==> config.mk <==
export PLATFORM = sky130hd
export DESIGN_NAME = pbus_slave
export DESIGN_NICKNAME = d
export VERILOG_FILES = /design/src/rtl/pbus_pkg.sv /design/src/rtl/pbus_sync.sv /design/src/rtl/pbus_regfile.sv /design/src/rtl/pbus_slave.sv
export SDC_FILE = /design/constraint.sdc
export NUM_CORES = 1
export LEC_CHECK = 0
export CAP_MARGIN = 20
export CORE_ASPECT_RATIO = 1.5
export CORE_MARGIN = 4
export CORE_UTILIZATION = 67
export DETAILED_ROUTE_END_ITERATION = 10
export DONT_BUFFER_PORTS = 1
export PLACE_DENSITY = 0.93
export SETUP_SLACK_MARGIN = 0.02
export SYNTH_ARGS = -nofsm -noshare
export SYNTH_HDL_FRONTEND = slang
export SYNTH_SLANG_ARGS = --single-unit
==> constraint.sdc <==
create_clock -name clk -period 4.6 [get_ports clk]
set_input_delay 0.23 -clock clk [delete_from_list [all_inputs] [get_ports clk]]
set_output_delay 0.23 -clock clk [all_outputs]
set_load 0.05 [all_outputs]
==> src/rtl/pbus_pkg.sv <==
package pbus_pkg;

    localparam int PB_DATA_W       = 8;
    localparam int PB_IDX_W        = PB_DATA_W - 1;
    localparam int PB_DRIVE_IDX    = 0;
    localparam int PB_STATUS_IDX   = 4;
    localparam int PB_SCRATCH_BASE = 8;
    localparam int PB_NUM_SCRATCH  = 4;
    localparam int PB_SYNC_STAGES  = 2;

    typedef struct packed {
        logic cs;
        logic rd;
        logic wr;
        logic ale;
        logic odis_ok;
    } strobe_t;

    localparam int PB_STROBE_W = $bits(strobe_t);

    typedef enum logic [1:0] {
        ACC_NONE  = 2'd0,
        ACC_READ  = 2'd1,
        ACC_WRITE = 2'd2
    } acc_e;

    function automatic acc_e decode_access(input logic bus_ok,
                                           input logic rd_start,
                                           input logic wr_end,
                                           input logic dir_msb);
        if (bus_ok && rd_start && !dir_msb)
            return ACC_READ;
        else if (bus_ok && wr_end && dir_msb)
            return ACC_WRITE;
        return ACC_NONE;
    endfunction

endpackage

==> src/rtl/pbus_sync.sv <==
module pbus_sync #(
    parameter int W      = 8,
    parameter int STAGES = 2
) (
    input  logic         clk,
    input  logic         rst,
    input  logic [W-1:0] d_async,
    output logic [W-1:0] q_sync
);

    logic [W-1:0] stage_q [STAGES];

    generate
        for (genvar s = 0; s < STAGES; s++) begin : g_stage
            always_ff @(posedge clk) begin
                if (rst)
                    stage_q[s] <= '0;
                else if (s == 0)
                    stage_q[s] <= d_async;
                else
                    stage_q[s] <= stage_q[(s == 0) ? 0 : s - 1];
            end
        end
    endgenerate

    assign q_sync = stage_q[STAGES-1];

endmodule

==> src/rtl/pbus_regfile.sv <==
module pbus_regfile
    import pbus_pkg::*;
#(
    parameter int NUM_SCRATCH = PB_NUM_SCRATCH
) (
    input  logic                 clk,
    input  logic                 rst,
    input  logic                 clear,
    input  logic                 direct_load,
    input  logic [PB_DATA_W-1:0] direct_data,
    input  logic                 wr_en,
    input  logic [PB_IDX_W-1:0]  wr_idx,
    input  logic [PB_DATA_W-1:0] wr_data,
    input  logic [PB_IDX_W-1:0]  rd_idx,
    input  logic [PB_DATA_W-1:0] status_in,
    output logic [PB_DATA_W-1:0] rd_data,
    output logic [PB_DATA_W-1:0] drive
);

    localparam logic [PB_IDX_W-1:0] DRIVE_IDX  = PB_IDX_W'(PB_DRIVE_IDX);
    localparam logic [PB_IDX_W-1:0] STATUS_IDX = PB_IDX_W'(PB_STATUS_IDX);

    logic [PB_DATA_W-1:0] scratch_q [NUM_SCRATCH];

    always_ff @(posedge clk) begin
        if (rst)
            drive <= '0;
        else if (clear)
            drive <= '0;
        else if (direct_load)
            drive <= direct_data;
        else if (wr_en && wr_idx == DRIVE_IDX)
            drive <= wr_data;
    end

    generate
        for (genvar g = 0; g < NUM_SCRATCH; g++) begin : g_scratch
            always_ff @(posedge clk) begin
                if (rst)
                    scratch_q[g] <= '0;
                else if (wr_en && wr_idx == PB_IDX_W'(PB_SCRATCH_BASE + g))
                    scratch_q[g] <= wr_data;
            end

            // a scratch register changes only through a write
            p_scratch_hold_r11: assert property (@(posedge clk) disable iff (rst)
                !$stable(scratch_q[g]) |-> $past(wr_en));
        end
    endgenerate

    always_comb begin
        rd_data = '0;
        if (rd_idx == DRIVE_IDX)
            rd_data = drive;
        else if (rd_idx == STATUS_IDX)
            rd_data = status_in;
        else
            for (int i = 0; i < NUM_SCRATCH; i++)
                if (rd_idx == PB_IDX_W'(PB_SCRATCH_BASE + i))
                    rd_data = scratch_q[i];
    end

    // drive changes only by a drive write, a clear or a direct load
    p_drive_cause_r3: assert property (@(posedge clk) disable iff (rst)
        !$stable(drive) |-> $past(clear || direct_load || (wr_en && wr_idx == DRIVE_IDX)));

    // a clear leaves drive empty
    p_clear_empty_r9: assert property (@(posedge clk) disable iff (rst)
        clear |=> drive == '0);

endmodule

==> src/rtl/pbus_slave.sv <==
module pbus_slave
    import pbus_pkg::*;
#(
    parameter int NUM_SCRATCH = PB_NUM_SCRATCH
) (
    input  logic                 clk,
    input  logic                 rst,
    input  logic                 cs_n,
    input  logic                 rd_n,
    input  logic                 wr_n,
    input  logic                 ale,
    input  logic                 odis_n,
    input  logic [PB_DATA_W-1:0] ad_in,
    input  logic [PB_DATA_W-1:0] err_status,
    output logic [PB_DATA_W-1:0] ad_out,
    output logic                 ad_oe,
    output logic [PB_DATA_W-1:0] drv_out,
    output logic                 err_clr
);

    localparam int SW = PB_STROBE_W + PB_DATA_W;
    localparam logic [PB_IDX_W-1:0] STATUS_IDX = PB_IDX_W'(PB_STATUS_IDX);

    logic [SW-1:0]        raw_pins;
    logic [SW-1:0]        syn_pins;
    strobe_t              st;
    logic [PB_DATA_W-1:0] ad_s;

    assign raw_pins = {~cs_n, ~rd_n, ~wr_n, ale, odis_n, ad_in};

    pbus_sync #(.W(SW), .STAGES(PB_SYNC_STAGES)) u_sync (
        .clk     (clk),
        .rst     (rst),
        .d_async (raw_pins),
        .q_sync  (syn_pins)
    );

    assign st   = strobe_t'(syn_pins[SW-1 -: PB_STROBE_W]);
    assign ad_s = syn_pins[PB_DATA_W-1:0];

    logic rd_prev, wr_prev, direct_q;
    logic [PB_DATA_W-1:0] addr_q, wdata_q, rdata_q, rf_rd;
    logic [PB_DATA_W-1:0] rf_drive;
    logic rd_valid_q, err_clr_q;
    logic rd_start, wr_end, bus_ok;
    acc_e acc;

    always_ff @(posedge clk) begin
        if (rst) begin
            rd_prev  <= 1'b0;
            wr_prev  <= 1'b0;
            direct_q <= ~cs_n & ~wr_n & ~ale & rd_n;
        end else begin
            rd_prev  <= st.rd;
            wr_prev  <= st.wr;
        end
    end

    assign rd_start = st.rd & ~rd_prev;
    assign wr_end   = ~st.wr & wr_prev;
    assign bus_ok   = st.cs & ~st.ale & ~direct_q;
    assign acc      = decode_access(bus_ok, rd_start, wr_end, addr_q[PB_DATA_W-1]);

    always_ff @(posedge clk) begin
        if (rst) begin
            addr_q  <= '0;
            wdata_q <= '0;
        end else begin
            if (st.cs && st.ale && !direct_q)
                addr_q <= ad_s;
            if (st.wr && bus_ok)
                wdata_q <= ad_s;
        end
    end

    always_ff @(posedge clk) begin
        if (rst) begin
            rdata_q    <= '0;
            rd_valid_q <= 1'b0;
            err_clr_q  <= 1'b0;
        end else begin
            err_clr_q <= 1'b0;
            if (acc == ACC_READ) begin
                rdata_q    <= rf_rd;
                rd_valid_q <= 1'b1;
                err_clr_q  <= (addr_q[PB_IDX_W-1:0] == STATUS_IDX);
            end else if (!(st.rd && st.cs)) begin
                rd_valid_q <= 1'b0;
            end
        end
    end

    pbus_regfile #(.NUM_SCRATCH(NUM_SCRATCH)) u_regs (
        .clk         (clk),
        .rst         (rst),
        .clear       (~st.odis_ok),
        .direct_load (direct_q),
        .direct_data (ad_s),
        .wr_en       (acc == ACC_WRITE),
        .wr_idx      (addr_q[PB_IDX_W-1:0]),
        .wr_data     (wdata_q),
        .rd_idx      (addr_q[PB_IDX_W-1:0]),
        .status_in   (err_status),
        .rd_data     (rf_rd),
        .drive       (rf_drive)
    );

    assign ad_out  = rdata_q;
    assign ad_oe   = rd_valid_q & st.cs & st.rd;
    assign err_clr = err_clr_q;
    assign drv_out = (odis_n && st.odis_ok) ? rf_drive : '0;

    // the clear request is a single-cycle pulse
    p_clr_single_r8: assert property (@(posedge clk) disable iff (rst)
        err_clr |=> !err_clr);

    // the clear request only follows a read of the status address
    p_clr_addr_r8: assert property (@(posedge clk) disable iff (rst)
        err_clr |-> (addr_q[PB_IDX_W-1:0] == STATUS_IDX && !addr_q[PB_DATA_W-1]));

    // the bus is never driven in direct mode
    p_direct_quiet_r10: assert property (@(posedge clk) disable iff (rst)
        direct_q |-> !ad_oe);

    // bus drive only while a read strobe is seen under chip select
    p_oe_strobe_r5: assert property (@(posedge clk) disable iff (rst)
        ad_oe |-> (rd_prev && !addr_q[PB_DATA_W-1]));

endmodule

**Word-level counts from Yosys, hierarchy flattened**

Memories as Yosys holds them, arrays and structs flattened.
Index checks and enable logic that the tools add are counted.

- RAM bits: 58
- Memories: 2
- Output and inout port bits: 18
- Register bits: 37

- Reductions and logical operators: 20
- Eq/ne operators: 8
- Multiplexer cells: 37
- Bitwise gates (word level): 25

Memory list:

| name | words | bits a word | rd ports | clocked after Yosys merged registers in | write ports | RTL line | text |
|---|---|---|---|---|---|---|---|
| u_regs.scratch_q | 4 | 8 | 4 | 0 | 4 | pbus_regfile.sv:23 | `logic [PB_DATA_W-1:0] scratch_q [NUM_SCRATCH];` |
| u_sync.stage_q | 2 | 13 | 2 | 0 | 2 | pbus_sync.sv:11 | `logic [W-1:0] stage_q [STAGES];` |

Operator list:

| kind | number |
|---|---|
| two-way mux 8 bit | 13 |
| == test 7 x 4 -> 1 bit (second input constant) | 4 |
| two-way mux 13 bit | 2 |
| two-way mux 1 bit | 19 |
| logical AND 1 bit | 14 |
| inverter 1 bit | 10 |
| AND 1 bit | 9 |
| == test 7 x 3 -> 1 bit (second input constant) | 1 |
| zero test 7 bit | 1 |
| two-way mux 2 bit | 3 |
| OR 1 bit | 6 |
| OR reduction 2 bit | 2 |
| == test 2 x 1 -> 1 bit (second input constant) | 1 |
| == test 2 bit (second input constant) | 1 |
| zero test 1 bit | 2 |
| != test 2 bit (second input constant) | 1 |
| nonzero test 2 bit | 1 |

**Depth between registers and ports, before layout**

Gate-level depths: netlist of run 1.

- Depth after elaboration: 14
- Gate-level depth with buffers: 7
- Mapped depth without buffers: 4

**Hierarchy**

From an unflattened synthesis of run 1, not the netlist that was laid out.

- Cells, all modules: 343
- Area, all modules: 4007.6 um^2

Modules (own cells, without submodules):

| module | area an instance (um^2) | instances | cells each | seq. area each (um^2) |
|---|---|---|---|---|
| pbus_regfile | 2097.0 | 1 | 171 | 1121.1 |
| pbus_slave | 1209.9 | 1 | 118 | 590.6 |
| pbus_sync | 700.7 | 1 | 54 | 520.5 |

**Worst setup path after synthesis of run 1**

Ideal clock, no wire load.

- Kind: flip-flop to flip-flop
- From: register addr_q[5]
- To: memory u_regs.scratch_q[0][0] (enable)
- Library setup time: 0.312 ns
- Period minus slack after synthesis: 1.709 ns
- Cell stages (with the launch flop): 5
- Arrival time: 1.397 ns
- Buffers on the path: 1
- Path slack: 2.891 ns
- Cells stage by stage: dfxtp_1 nor3_1 buf_2 and4_1 a31o_2

RTL lines:

| item | RTL line | text |
|---|---|---|
| start: declaration | pbus_slave.sv:42 | `logic [PB_DATA_W-1:0] addr_q, wdata_q, rdata_q, rf_rd;` |
| start signal: assignment | pbus_slave.sv:70 | `addr_q <= ad_s;` |
| end: declaration | pbus_regfile.sv:23 |  |

==> impl_metrics.yaml, run 1 <==
min_path:
  holdPathStages: 1
  hold_path_class: "in -> reg"
worst_setup_path:
  worstSetupPathType: "reg -> reg"
  crit_path_end_kind: "flip-flop"
  crit_arrival_ns: 2.33
  reg2reg_to: "u_regs.scratch_q[2][0]"
  cp-start-kind: "flip-flop"
  crit_required_ns: 4.65
  critPathCapture: "u_regs.scratch_q[2][0]"
  reg2reg_from: "addr_q[2]"
  critPathBufInv: 0
  worstPathCellList: "nor2b_1 > and4_1 > a31o_2"
  reg2reg_slack_ns: 2.32
  r2r_cells: 3
  cp_top_family: "simple AND/OR/NAND/NOR gates"
  path_max_fanout: 12
  cp_slowest_cell: "nor2b_1"
  cp_num_cells: 3
  slowest_delay_ns: 0.71
  setup.worst_path.start: "addr_q[2]"
route:
  postRouteAntennaNets: 0
  dr.pass1.iters: 4
  routedWlPerCell_um: 19.80
  wirelength_um: 8219
  vias: 2519
  drc: 0
  vias_per_cell: 6.070
  dr.first_iter.drc_count: 151
logic_synthesis:
  synthFlopType: "dfxtp_1"
  synth.distinct_cells: 36
  synth_edf_count: 33
  synth.cell_area_mm2: 0.003980
  postSynthAreaPerCell_um2: 11.88
  synth_top_area_cell: "dfxtp_1"
  synth-seq-cells: 95
  syn-num-nets: 358
  synth_top_area_share_pct: 31.19
  synth-async-reset-ratio_pct: 0
  synthCells: 335
  synth_area_leaders: "dfxtp_1 (31%), edfxtp_1 (25%), mux2i_1 (6.0%)"
  yosys_warnings: 0
  yosysSeqAreaShare_pct: 56.08
sta:
  fin_tns_setup_ns: 0
  fmax_ghz: 0.4394
  setup_viol: 0
  hold_viol: 0
  finalCritPeriodShare_pct: 49.47
  rsz0062_at_grt: "false"
  tightest_slew_ns: 0.9139
  setup_slack_ns: 2.324
  relSlewSlack_pct: 38.99
  period_needed_ns: 2.276
  report.final.slew_viol_count: 0
  fin_skew_ns: 0.01553
pwr:
  pwr-share-clk_pct: 38.7
  p_leak_nw: 1.690
  share_seq_of_total_power_pct: 57.8
  ir_drop_mv: 0.2843
  powerDensity_mw_per_mm2: 362.5
  p_comb_share_pct: 3.5
  swShare_pct: 22.42
  p_switching_mw: 0.3512
  internal-power_mw: 1.215
place:
  place_congestion: 0.9015
  detailed_place_hpwl_um: 5527
  io_buffers: 0
  dp_slack_ns: 2.386
grt:
  grt_overflow_total: 0
  grt_antenna_before_repair: 0
  grt_pass1_wl_um: 13240
  track_usage_pct: 24.43
  grt_start_max_net_pins: 54
  grt_pass1_vias: 2538
clock_tree:
  cts-root-buf: "clkbuf_8"
  clk_latency_ns: 0.37
  clock-sinks: 95
  path_clk_slew_ns: 0.10
  cts_buffer_depth: 2
  htreeDepth: 3
  post_cts_buffers: 0
  cts_tree: "yes"
  cts_buffers: 9
final_layout:
  num-nets-final: 361
  final_common_cell: "dfxtp_1"
  syn_to_final_growth_pct: 8.582
  drive_gt1_share_pct: 11.37
  fill_cells: 381
  antenna_cells: 0
  layout_common_cells: "dfxtp_1 (62), and2_1 (33), edfxtp_1 (33), nor2b_1 (27), mux2i_1 (24)"
run_status:
  status: "finished clean"
floorplan:
  rows: 34
  core_area_mm2: 0.005786
  die_w_um: 70.93
  start_util_pct: 68.79
  ios: 41
  die_height_um: 102.4
  die_area_mm2: 0.007263
run:
  cap_viol_max_count: 0
worst min-delay path by stage:
stage | from | end
6_report | cs_n | direct_q
5_1_grt | cs_n | direct_q
4_1_cts | cs_n | direct_q
3_5_place_dp | wr_n | u_sync.stage_q[0][10]
3_3_place_gp | wr_n | u_sync.stage_q[0][10]
2_1_floorplan | wr_n | u_sync.stage_q[0][10]
stage by stage:
stage / std cells / utilization, % / power [mW] / area (um^2) / hold WS [ns]
floorplan: 335 / - / 0.9589 / 3980 / 0.3024
global placement: 382 / 67.69 / 0.9574 / 3916 / 0.3016
detailed placement: 383 / 67.82 / 0.9601 / 3924 / 0.3024
CTS: 415 / 74.70 / 1.573 / 4322 / 0.02975
global route: 415 / 74.70 / 1.616 / 4322 / 0.03257
finish: 415 / 74.70 / 1.567 / 4322 / 0.05209
sequential cells by signal (all words and copies together) (netlist names):
name / flops
ad_out: 8
addr_q: 8
direct_q: 1
err_clr: 1
rd_prev: 1
rd_valid_q: 1
u_regs.drive: 8
u_regs.scratch_q: 32
u_sync.stage_q: 26
wdata_q: 8
wr_prev: 1
synthesized netlist by cell type, types with 2 or more instances:
| cell | n |
|---|---|
| o21ai_0 | 8 |
| buf_2 | 8 |
| a21oi_1 | 9 |
| mux2i_1 | 24 |
| or3_1 | 2 |
| o211a_1 | 8 |
| and2_1 | 33 |
| a31oi_1 | 8 |
| nor4b_1 | 2 |
| a31o_2 | 4 |
| nor4_4 | 4 |
| nor2_1 | 20 |
| buf_4 | 2 |
| mux4_2 | 8 |
| dfxtp_1 | 62 |
| buf_1 | 3 |
| a211oi_2 | 2 |
| inv_1 | 3 |
| nor3_1 | 10 |
| and3_1 | 9 |
| buf_6 | 4 |
| nand3_1 | 2 |
| nor2b_1 | 27 |
| edfxtp_1 | 33 |
| and4_1 | 2 |
| clkbuf_1 | 6 |
| nand2_1 | 18 |
| a211oi_1 | 6 |
layout make-up:
class | instances | area (um^2) | area share (%)
tap | 72 | 90.09 | 2.085
multi-input combinational | 212 | 1583 | 36.62
sequential | 95 | 2232 | 51.65
clock buffer | 10 | 148.9 | 3.445
timing repair buffer | 17 | 177.7 | 4.111
clock inverter | 6 | 78.83 | 1.824
inverter | 3 | 11.26 | 0.2606
logic make-up (layout without fill, tap and decap cells):
kind of cell,after synthesis,count (layout),synth area share [%]
buffers and inverters,28,36,4.149
flip-flops,95,95,56.08
multiplexers,32,32,10.56
AO/OA/AOI/OAI,45,45,8.048
AND/OR/NAND/NOR,135,135,21.16
layer usage:
metal  GRT usage, %  up-vias  share of wire (%)
met2          42.67       86                 52
met5              0        -                  0
met3          6.004       23                5.1
met1          27.73     1209                 40
met4          12.30        0                3.2
li1               -     1201                  -
timing repair:
item                       CTS  global route
gates resized for setup      0             0
hold endpoints to repair    55             0
hold buffers                16             0
setup endpoints to repair    0             0
power groups by stage:
stage / clock (mW) / sequential [mW] / combinational (mW)
6_report: 0.606 / 0.906 / 0.0546
5_1_grt: 0.648 / 0.909 / 0.0602
4_1_cts: 0.613 / 0.905 / 0.0540
3_5_place_dp: 0 / 0.925 / 0.0351
3_3_place_gp: 0 / 0.924 / 0.0339
2_1_floorplan: 0 / 0.915 / 0.0437
Power figures use the tool's default switching activity.
==> inputs of run 2 (changes only) <==
--- a/config.mk
+++ b/config.mk
@@ -5,13 +5,14 @@
 export SDC_FILE = /design/constraint.sdc
 export NUM_CORES = 1
 export LEC_CHECK = 0
+export ABC_AREA = 1
 export CAP_MARGIN = 20
 export CORE_ASPECT_RATIO = 1.5
 export CORE_MARGIN = 4
-export CORE_UTILIZATION = 67
+export CORE_UTILIZATION = 62
 export DETAILED_ROUTE_END_ITERATION = 10
 export DONT_BUFFER_PORTS = 1
-export PLACE_DENSITY = 0.93
+export PLACE_DENSITY = 0.88
 export SETUP_SLACK_MARGIN = 0.02
 export SYNTH_ARGS = -nofsm -noshare
 export SYNTH_HDL_FRONTEND = slang
==> constraint.sdc (replaced) <==
create_clock -name clk -period 2.1 [get_ports clk]
set_input_delay 0.105 -clock clk [delete_from_list [all_inputs] [get_ports clk]]
set_output_delay 0.105 -clock clk [all_outputs]
set_load 0.05 [all_outputs]
==> impl_metrics.yaml, run 2 <==
worst_setup_path:
  path_max_fanout: 9
  worstPathCellList: "inv_1 > nand2_1 > nor2_2 > nand2_1 > inv_1 > nand2_1 > nand2_1"
  cp-start-kind: "flip-flop"
  cp_top_family: "simple AND/OR/NAND/NOR gates"
  cp_common_cell: "nand2_1"
  slowest_delay_ns: 0.32
  crit_arrival_ns: 1.73
  worstSetupPathType: "reg -> reg"
  crit_path_end_kind: "flip-flop"
  crit_required_ns: 2.13
  critPathBufInv: 2
  cp_slowest_cell: "dfxtp_1"
logic_synthesis:
  synth_top_area_cell: "dfxtp_1"
  synth_compound_area_share_pct: 9.749
  synth-seq-cells: 95
  yosys.area_share.simple_pct: 23.44
  synthFlopType: "dfxtp_1"
  synth.distinct_cells: 25
  synth-xor-area-share_pct: 0
  synth.cell_area_mm2: 0.003837
  synth_top_area_share_pct: 32.34
  synth_area_leaders: "dfxtp_1 (32%), edfxtp_1 (26%), nor2_1 (9.6%)"
  synth-adder-area-share_pct: 0
  synth-async-reset-ratio_pct: 0
  syn-num-nets: 481
  synth_top_family_by_area: "simple AND/OR/NAND/NOR gates"
  synth_mux_area_share_pct: 0
  postSynthAreaPerCell_um2: 8.379
  yosys_warnings: 0
  synth.top_cells.by_count: "nor2_1 (98), inv_1 (66), nand2_1 (66), dfxtp_1 (62), o21ai_0 (38)"
  synthCells: 458
  synth_edf_count: 33
  yosysSeqAreaShare_pct: 58.17
  synth.most_common_cell: "nor2_1"
floorplan:
  rows: 34
  core_area_mm2: 0.005913
  die_w_um: 72.24
  ios: 41
  start_util_pct: 64.90
  die_area_mm2: 0.007538
  die_height_um: 104.4
place:
  detailed_place_hpwl_um: 6199
  dp.cells: 529
  place_congestion: 0.9043
  io_buffers: 0
clock_tree:
  htreeDepth: 3
  ctsHoldBuffers: 19
  cts_tree: "yes"
  cts-root-buf: "clkbuf_8"
  clk_latency_ns: 0.36
  post_cts_buffers: 0
  cts_resized: 0
  cts_buffers: 9
  path_clk_slew_ns: 0.09
  cts_buffer_depth: 2
  clock-sinks: 95
route:
  dr.first_iter.drc_count: 352
  postRouteAntennaNets: 0
  dr.pass1.iters: 7
  vias: 3139
  vias_per_cell: 5.566
  drc: 0
  routedWlPerCell_um: 15.59
  wirelength_um: 8793
final_layout:
  final_cells: 564
  num-nets-final: 510
  fill_cells: 414
  largest_reg_flops: 32
  top_register: "u_regs.scratch_q"
  syn_to_final_growth_pct: 13.04
  drive_gt1_share_pct: 8.943
  layout_common_cells: "nor2_1 (98), inv_1 (66), nand2_1 (66), dfxtp_1 (62), o21ai_0 (38)"
  reg_top3: "u_regs.scratch_q: 32 flops, u_sync.stage_q: 26 flops"
  antenna_cells: 0
  final_common_cell: "nor2_1"
run:
  cap_viol_max_count: 0
grt:
  grt_start_max_net_pins: 40
  track_usage_pct: 24.93
  grt_pass1_vias: 3066
  grt_overflow_total: 0
  grt_pass1_wl_um: 14240
  grt_antenna_before_repair: 0
min_path:
  hold_path_class: "in -> reg"
sta:
  rsz0062_at_grt: "false"
  fin_tns_setup_ns: 0
  tightest_slew_ns: 0.5776
  finalCritPeriodShare_pct: 80.85
  whs_ns: 0.01714
  report.final.slew_viol_count: 0
  fin_skew_ns: 0.01529
  setup_viol: 0
  relSlewSlack_pct: 61.45
  hold_viol: 0
  period_needed_ns: 1.698
  fmax_ghz: 0.5890
pwr:
  power.total_mw: 3.292
  ir_drop_mv: 0.5627
  p_leak_nw: 1.683
  powerDensity_mw_per_mm2: 758.9
run_status:
  status: "finished clean"
-- run 2: cells by family (layout without fill, tap and decap cells) --
kind of cell	after synthesis	after routing
DFF	95	95
and+or+nand+nor	207	207
AOI/OAI and AO/OA	74	74
buffers and inverters	82	116
-- run 2: path summary, 6_finish.rpt --
| path | start | to | slack [ns] | depth (start not counted) |
|---|---|---|---|---|
| worst min register to register | u_sync.stage_q[0][5] | u_sync.stage_q[1][5] | 0.40 | 2 |
| worst max register to register | addr_q[6] | u_regs.scratch_q[2][0] | 0.40 | 7 |
| worst max-delay path | addr_q[6] | u_regs.scratch_q[2][0] | 0.40 | 7 |
| worst min-delay path | rst | u_sync.stage_q[0][8] | 0.02 | 2 |
-- run 2: stage by stage --
step	area, um^2	setup slack, ns	util (%)
3_5_place_dp	3941	0.4035	66.65
6_report	4338	0.4022	73.36
4_1_cts	4338	0.4112	73.36
5_1_grt	4338	0.2401	73.36
2_1_floorplan	3837	0.5713	-
3_3_place_gp	3941	0.5047	66.65
-- run 2: where the power goes --
group          leakage (nW)  internal, mW  switching [mW]  total [mW]
Sequential            0.845          1.95          0.0248        1.97
Combinational         0.752        0.0554          0.0938       0.149
Clock                0.0851         0.554           0.616        1.17
Total                  1.68          2.56           0.735        3.29
-- run 2: layout make-up --
cell class | instances | area [um^2] | area share (%)
clock buffer | 10 | 127.6 | 2.942
clock inverter | 6 | 68.82 | 1.586
inverter | 70 | 262.8 | 6.057
multi-input combinational | 281 | 1274 | 29.36
sequential | 95 | 2232 | 51.46
tap | 72 | 90.09 | 2.077
timing repair buffer | 30 | 282.8 | 6.519
-- run 2: worst reg2reg max path: stages (launching register included) --
cell and delay (ns):
dfxtp_1 0.32, inv_1 0.10, nand2_1 0.09, nor2_2 0.26, nand2_1 0.18, inv_1 0.10
nand2_1 0.05, nand2_1 0.27
-- run 2: metal layers --
metal,share of wire [%],wire length [um],global-route usage [%]
met4,5.2,459,16.80
met3,5.3,465,3.675
met2,53,4651,42.63
met1,37,3216,27.61
met5,0,0,0
